**config.mk**
```make
export PLATFORM = sky130hd
export DESIGN_NAME = pll_retune_seq
export DESIGN_NICKNAME = d
export VERILOG_FILES = /design/src/rtl/pll_seq_pkg.sv /design/src/rtl/pll_seq_timer.sv /design/src/rtl/pll_seq_fsm.sv /design/src/rtl/pll_seq_regs.sv /design/src/rtl/pll_retune_seq.sv
export SDC_FILE = /design/constraint.sdc
export NUM_CORES = 1
export LEC_CHECK = 0
export ABC_AREA = 0
export BUFFER_PORTS_ARGS = -buffer_cell sky130_fd_sc_hd__buf_2
export CAP_MARGIN = 20
export CORE_MARGIN = 3
export CORE_UTILIZATION = 48
export DETAILED_ROUTE_END_ITERATION = 7
export GPL_ROUTABILITY_DRIVEN = 0
export MAX_ROUTING_LAYER = met4
export PLACE_DENSITY = 0.8
export SLEW_MARGIN = 0
export SYNTH_ARGS = -nofsm -noshare
export SYNTH_HDL_FRONTEND = slang
export SYNTH_SLANG_ARGS = --single-unit
```
**constraint.sdc**
```tcl
create_clock -name clk -period 2.9 [get_ports clk]
set_input_delay 0.29 -clock clk [delete_from_list [all_inputs] [get_ports clk]]
set_output_delay 0.29 -clock clk [all_outputs]
set_load 0.03 [all_outputs]
```
**src/rtl/pll_seq_pkg.sv**
```systemverilog
package pll_seq_pkg;

    localparam int NR_W  = 5;
    localparam int NF_W  = 7;
    localparam int NO_W  = 4;
    localparam int DIV_W = 2;

    typedef struct packed {
        logic [NR_W-1:0] nr;
        logic [NF_W-1:0] nf;
        logic [NO_W-1:0] no;
    } pll_cfg_t;

    typedef struct packed {
        logic [DIV_W-1:0] aclk;
        logic [DIV_W-1:0] hclk;
        logic [DIV_W-1:0] pclk;
    } bus_div_t;

    typedef struct packed {
        pll_cfg_t pll;
        bus_div_t bus;
    } retune_req_t;

    typedef struct packed {
        logic park;
        logic prog;
        logic ret;
        logic norm;
    } wr_strobe_t;

    typedef enum logic [3:0] {
        ST_IDLE,
        ST_PARK,
        ST_PROG,
        ST_SETTLE,
        ST_LOCK,
        ST_RETURN,
        ST_NORMAL,
        ST_FIN,
        ST_FAIL
    } seq_state_t;

    localparam pll_cfg_t PD_CFG = '{nr: NR_W'(1), nf: NF_W'(64), no: NO_W'(8)};

    function automatic logic is_pwrdn(pll_cfg_t c);
        return c == PD_CFG;
    endfunction

endpackage

```
**src/rtl/pll_seq_timer.sv**
```systemverilog
module pll_seq_timer #(
    parameter int CNT_W = 8
) (
    input  logic             clk,
    input  logic             rst,
    input  logic             load,
    input  logic [CNT_W-1:0] load_val,
    output logic             expired
);
    logic [CNT_W-1:0] cnt;

    always_ff @(posedge clk) begin
        if (rst) begin
            cnt <= '0;
        end else if (load) begin
            cnt <= load_val;
        end else if (cnt != '0) begin
            cnt <= cnt - CNT_W'(1);
        end
    end

    assign expired = (cnt == '0);

    // once run out, the timer stays at zero until reloaded
    AST_TMR_FLOOR: assert property (@(posedge clk) disable iff (rst)
        (expired && !load) |=> expired);

endmodule

```
**src/rtl/pll_seq_fsm.sv**
```systemverilog
module pll_seq_fsm
    import pll_seq_pkg::*;
#(
    parameter int SETTLE_CYC   = 16,
    parameter int LOCK_TIMEOUT = 2400000,
    parameter int CNT_W        = 22
) (
    input  logic             clk,
    input  logic             rst,
    input  logic             req,
    input  retune_req_t      cfg_in,
    input  logic             lock,
    input  logic             tmr_expired,
    output logic             tmr_load,
    output logic [CNT_W-1:0] tmr_val,
    output wr_strobe_t       wr,
    output retune_req_t      cfg_q,
    output logic             busy,
    output logic             done,
    output logic             err
);
    seq_state_t state, nxt;

    always_ff @(posedge clk) begin
        if (rst) begin
            state <= ST_IDLE;
            cfg_q <= '0;
        end else begin
            state <= nxt;
            if (state == ST_IDLE && req) begin
                cfg_q <= cfg_in;
            end
        end
    end

    always_comb begin
        nxt      = state;
        tmr_load = 1'b0;
        tmr_val  = '0;
        unique case (state)
            ST_IDLE:   if (req) nxt = ST_PARK;
            ST_PARK:   nxt = ST_PROG;
            ST_PROG: begin
                tmr_load = 1'b1;
                tmr_val  = CNT_W'(SETTLE_CYC);
                nxt      = is_pwrdn(cfg_q.pll) ? ST_FIN : ST_SETTLE;
            end
            ST_SETTLE: begin
                if (tmr_expired) begin
                    tmr_load = 1'b1;
                    tmr_val  = CNT_W'(LOCK_TIMEOUT);
                    nxt      = ST_LOCK;
                end
            end
            ST_LOCK: begin
                if (lock)             nxt = ST_RETURN;
                else if (tmr_expired) nxt = ST_FAIL;
            end
            ST_RETURN: nxt = ST_NORMAL;
            ST_NORMAL: nxt = ST_FIN;
            ST_FIN:    nxt = ST_IDLE;
            ST_FAIL:   nxt = ST_IDLE;
            default:   nxt = ST_IDLE;
        endcase
    end

    assign wr.park = (state == ST_PARK);
    assign wr.prog = (state == ST_PROG);
    assign wr.ret  = (state == ST_RETURN);
    assign wr.norm = (state == ST_NORMAL);
    assign busy    = (state != ST_IDLE);
    assign done    = (state == ST_FIN);
    assign err     = (state == ST_FAIL);

    AST_DONE_PULSE: assert property (@(posedge clk) disable iff (rst)
        done |=> !done);
    AST_ERR_PULSE: assert property (@(posedge clk) disable iff (rst)
        err |=> !err);
    AST_BUSY_IGNORE: assert property (@(posedge clk) disable iff (rst)
        busy |=> $stable(cfg_q));

endmodule

```
**src/rtl/pll_seq_regs.sv**
```systemverilog
module pll_seq_regs
    import pll_seq_pkg::*;
#(
    parameter logic [DIV_W-1:0] SAFE_ACLK = 2'd3
) (
    input  logic        clk,
    input  logic        rst,
    input  wr_strobe_t  wr,
    input  retune_req_t cfg_q,
    output logic        core_sel,
    output bus_div_t    div,
    output pll_cfg_t    pll,
    output logic        pd,
    output logic        normal
);
    always_ff @(posedge clk) begin
        if (rst) begin
            core_sel <= 1'b1;
            div      <= '{aclk: SAFE_ACLK, hclk: '0, pclk: '0};
            pll      <= PD_CFG;
            pd       <= 1'b1;
            normal   <= 1'b0;
        end else begin
            if (wr.park) begin
                core_sel <= 1'b1;
                div.aclk <= SAFE_ACLK;
                normal   <= 1'b0;
            end
            if (wr.prog) begin
                pll <= cfg_q.pll;
                pd  <= is_pwrdn(cfg_q.pll);
            end
            if (wr.ret) begin
                core_sel <= 1'b0;
                div      <= cfg_q.bus;
            end
            if (wr.norm) begin
                normal <= 1'b1;
            end
        end
    end

    AST_PARK_SAFE: assert property (@(posedge clk) disable iff (rst)
        $rose(core_sel) |-> (div.aclk == SAFE_ACLK && !normal));
    AST_PROG_PARKED: assert property (@(posedge clk) disable iff (rst)
        wr.prog |-> (core_sel && div.aclk == SAFE_ACLK));
    AST_NORMAL_ON_MAIN: assert property (@(posedge clk) disable iff (rst)
        normal |-> !core_sel);
    AST_NORMAL_AFTER_RETURN: assert property (@(posedge clk) disable iff (rst)
        $rose(normal) |-> !$past(core_sel));

endmodule

```
**src/rtl/pll_retune_seq.sv**
```systemverilog
module pll_retune_seq
    import pll_seq_pkg::*;
#(
    parameter int               SETTLE_CYC   = 16,
    parameter int               LOCK_TIMEOUT = 2400000,
    parameter logic [DIV_W-1:0] SAFE_ACLK    = 2'd3
) (
    input  logic            clk,
    input  logic            rst,
    input  logic            req,
    input  logic [NR_W-1:0] cfg_nr,
    input  logic [NF_W-1:0] cfg_nf,
    input  logic [NO_W-1:0] cfg_no,
    input  logic [DIV_W-1:0] cfg_aclk,
    input  logic [DIV_W-1:0] cfg_hclk,
    input  logic [DIV_W-1:0] cfg_pclk,
    input  logic            pll_lock,
    output logic            busy,
    output logic            done,
    output logic            err,
    output logic            core_sel,
    output logic [DIV_W-1:0] aclk_div,
    output logic [DIV_W-1:0] hclk_div,
    output logic [DIV_W-1:0] pclk_div,
    output logic [NR_W-1:0] pll_nr,
    output logic [NF_W-1:0] pll_nf,
    output logic [NO_W-1:0] pll_no,
    output logic            pll_pd,
    output logic            pll_normal
);
    localparam int MAX_WAIT = (LOCK_TIMEOUT > SETTLE_CYC) ? LOCK_TIMEOUT : SETTLE_CYC;
    localparam int CNT_W    = $clog2(MAX_WAIT + 1);

    retune_req_t      cfg_in, cfg_q;
    wr_strobe_t       wr;
    logic             tmr_load, tmr_expired;
    logic [CNT_W-1:0] tmr_val;
    bus_div_t         div;
    pll_cfg_t         pll;

    assign cfg_in = '{pll: '{nr: cfg_nr, nf: cfg_nf, no: cfg_no},
                      bus: '{aclk: cfg_aclk, hclk: cfg_hclk, pclk: cfg_pclk}};

    pll_seq_fsm #(
        .SETTLE_CYC  (SETTLE_CYC),
        .LOCK_TIMEOUT(LOCK_TIMEOUT),
        .CNT_W       (CNT_W)
    ) u_fsm (
        .clk        (clk),
        .rst        (rst),
        .req        (req),
        .cfg_in     (cfg_in),
        .lock       (pll_lock),
        .tmr_expired(tmr_expired),
        .tmr_load   (tmr_load),
        .tmr_val    (tmr_val),
        .wr         (wr),
        .cfg_q      (cfg_q),
        .busy       (busy),
        .done       (done),
        .err        (err)
    );

    pll_seq_timer #(
        .CNT_W(CNT_W)
    ) u_timer (
        .clk     (clk),
        .rst     (rst),
        .load    (tmr_load),
        .load_val(tmr_val),
        .expired (tmr_expired)
    );

    pll_seq_regs #(
        .SAFE_ACLK(SAFE_ACLK)
    ) u_regs (
        .clk     (clk),
        .rst     (rst),
        .wr      (wr),
        .cfg_q   (cfg_q),
        .core_sel(core_sel),
        .div     (div),
        .pll     (pll),
        .pd      (pll_pd),
        .normal  (pll_normal)
    );

    assign aclk_div = div.aclk;
    assign hclk_div = div.hclk;
    assign pclk_div = div.pclk;
    assign pll_nr   = pll.nr;
    assign pll_nf   = pll.nf;
    assign pll_no   = pll.no;

    AST_ERR_ON_BACKUP: assert property (@(posedge clk) disable iff (rst)
        err |-> (core_sel && !pll_normal && !done));

endmodule

```
==> results.py <==
metrics = {
    "placement": {
        "place_area_um2": 3420,
        "place_inst": 499,
        "dp_hpwl_mm": 5.28,
        "io_buffers": 53,
    },
    "detailed_routing": {
        "firstDrtPassIters": 6,
        "drtIter0Drc": 234,
        "drcViolationCount": 0,
        "wl_per_cell_um": 15.0,
        "drtAntennaViolNets": 0,
        "wl_mm": 7.70,
        "viasPerCell": 5.82,
        "num_vias": 2989,
    },
    "timing": {
        "setup_tns_ns": 0,
        "post-route-min-period_ns": 2.43,
        "finalHoldViolations": 0,
        "worst_pin_slew_ns": 0.809,
        "setup_viol": 0,
        "slew_viol_final": 0,
        "finClkSkew_ns": 0.00970,
        "fin_crit_sh_pct": 83.8,
        "slew-limit-headroom_pct": 46.1,
        "fmax_mhz": 412,
        "whs_ns": 0.156,
        "rsz0062_at_grt": "false",
    },
    "critical_path": {
        "reg2reg_from": "u_timer.cnt[0]",
        "cp_max_fo": 10,
        "path_cells": "inv_1, ha_1, or3b_2, nor3_1, nand4b_1, nand3_1, o21ai_0",
        "crit_type": "reg -> reg",
        "critPathBufInv": 1,
        "critical_path_depth": 7,
        "critPathRequiredTime_ns": 3.11,
        "r2r_cells": 7,
        "crit_end": "u_timer.cnt[10]",
        "r2r_end": "u_timer.cnt[10]",
        "cp_top_family": "simple AND/OR/NAND/NOR gates",
        "cp_data_arrival_time_ns": 2.64,
        "crit_path_start_kind": "flop",
        "startpoint": "u_timer.cnt[0]",
        "reg2reg_slack_ns": 0.47,
        "cp_slowest_cell": "or3b_2",
        "max_stage_delay_ns": 0.53,
        "end_kind": "flop",
    },
    "clock_tree": {
        "path_clk_slew_ns": 0.08,
        "cts_resized": 0,
        "postCtsSetupRepairBufs": 0,
        "postCtsHoldBufs": 0,
        "clkLatencyLatePin_ns": 0.35,
        "htree_levels": 3,
        "cts_buffer_depth": 2,
        "cts_root_buf": "clkbuf_8",
        "cts_tree": "yes",
        "clock_sinks": 73,
        "cts_buffers": 9,
    },
    "finish": {
        "drive_gt1_share_pct": 18.2,
        "finalInstanceArea_um2": 3640,
        "insertedDiodeCount": 0,
        "final_common_cell": "nand2_1",
        "layout_common_cells": "95 x nand2_1, 73 x dfxtp_1, 53 x buf_2",
        "syn_to_final_growth_pct": 17.1,
        "final_nets": 462,
        "instances_no_fill": 514,
    },
    "power_and_ir_drop": {
        "power.leakage_nw": 1.43,
        "ir_worst_vdd_mv": 0.571,
        "p_int_mw": 2.20,
        "sw_frac_of_total_pct": 40.1,
        "p_per_area_nw_per_um2": 1010,
        "power.share.clock_pct": 24.0,
        "switchingPower_mw": 1.48,
        "pwr-share-seq_pct": 37.8,
        "combPwrFrac_pct": 38.1,
        "power.total_mw": 3.68,
    },
    "logic_synthesis": {
        "ys_async_sr_fraction_pct": 0,
        "synthesis.nets": 413,
        "ys_ff_latch": 73,
        "yosys-top-cells-area": "dfxtp_1 47%, nand2_1 11%, a21oi_1 7.7%, nor2_1 3.4%, clkbuf_1 2.2%",
        "seq_area_frac_synth_pct": 47.0,
        "synth-main-ff-cell": "dfxtp_1",
        "synth_top_cell_by_area": "dfxtp_1",
        "syn_inst": 386,
        "syn_area_um2": 3110,
        "synth_area_per_cell_um2": 8.05,
        "yosys_warnings": 0,
        "synth_edf_count": 0,
        "synth_top_cell_area_share_pct": 47.0,
        "synth_cell_types": 51,
    },
    "global_route": {
        "grt-ovfl-total": 0,
        "antenna_found_initial": 0,
        "grt_first_pass_wirelength_mm": 12.8,
        "grtUsageTotal_pct": 22.0,
        "grt_pass1_vias": 2756,
        "grt_max_degree": 52,
    },
    "min_path": {
        "hold_class": "in -> reg",
    },
    "floorplanning": {
        "die_y_um": 86.5,
        "io_pins": 54,
        "start_util_pct": 51.0,
        "fp.dieW_um": 86.5,
        "row_count": 28,
        "dieArea_um2": 7470,
        "core_area_um2": 6100,
    },
    "run_status": {
        "status": "complete, no violations",
    },
    "job": {
        "drv_cap": 0,
    },
}
registers in the layout, summed over array words and instances, names as in the netlist:
register and count:
u_fsm.state 4, u_regs.pll 16, u_regs.normal 1, u_fsm.cfg_q 22, u_regs.div 6, u_regs.core_sel 1
u_timer.cnt 22, u_regs.pd 1
cell usage after synthesis, drive strengths merged (2+ instances only):
| library cell | n |
|---|---|
| a2111oi | 2 |
| a21oi | 49 |
| and2 | 2 |
| and3 | 2 |
| clkbuf | 18 |
| dfxtp | 73 |
| inv | 5 |
| mux2i | 6 |
| nand2 | 95 |
| nand2b | 3 |
| nand3 | 10 |
| nand4 | 6 |
| nor2 | 28 |
| nor3 | 10 |
| nor4 | 12 |
| o2111ai | 2 |
| o21ai | 13 |
| o22ai | 2 |
| o31ai | 3 |
| o41ai | 2 |
| or3 | 5 |
| or4 | 7 |
| xnor2 | 7 |
layer usage:
metal	GRT usage [%]	vias up	share of wire (%)
met3	7.22	14	7.7
met2	33.7	104	47
li1	-	1469	-
met4	7.93	0	1.3
met1	27.1	1402	44
met5	-	-	0
worst min path at each step:
| stage | start | endpoint | cells after the start |
|---|---|---|---|
| 3_5_place_dp | u_regs.pll[12] | u_regs.pll[12] | 2 |
| 6_report | pll_lock | u_fsm.state[3] | 2 |
| 2_1_floorplan | pll_lock | u_fsm.state[3] | 1 |
| 5_1_grt | cfg_nf[3] | u_fsm.cfg_q[13] | 3 |
| 4_1_cts | pll_lock | u_fsm.state[3] | 2 |
| 3_3_place_gp | u_regs.pll[12] | u_regs.pll[12] | 2 |
power by group through the flow:
stage               Combinational, mW  Clock (mW)  Sequential, mW
floorplan                        1.04           0            1.40
global placement                 1.34           0            1.40
detailed placement               1.38           0            1.41
CTS                              1.39       0.883            1.38
global route                     1.56       0.942            1.42
finish                           1.40       0.883            1.39
final cells by class:
cell class	instances	area [um^2]
Fill cell	575	2460
Multi-Input combinational cell	289	1550
Sequential cell	73	1460
Timing Repair Buffer	57	295
Clock buffer	10	138
Tap cell	75	93.8
Clock inverter	5	78.8
Inverter	5	18.8
worst register-to-register path, cell delays in order, from the launching register on:
cell,delay [ns]
dfxtp_1,0.33
inv_1,0.09
ha_1,0.20
or3b_2,0.53
nor3_1,0.32
nand4b_1,0.23
nand3_1,0.43
o21ai_0,0.16
through the flow:
stage               setup WS (ns)  util, %
floorplan                   0.906        -
global route                0.380     59.7
CTS                         0.552     59.7
finish                      0.471     59.7
detailed placement          0.555     56.1
global placement            0.735     56.1
cells by family after synthesis:
group                      count (synthesis)  share of synthesized area (%)
AOI/OAI and AO/OA                         85                           16.2
xor gates and xnor gates                   7                           1.97
adders and majority gates                  1                          0.403
buffers and inverters                     24                           3.02
DFF                                       73                           47.0
muxes                                      7                           2.30
and+or+nand+nor                          189                           29.1
(Power assumes the default switching activity.)
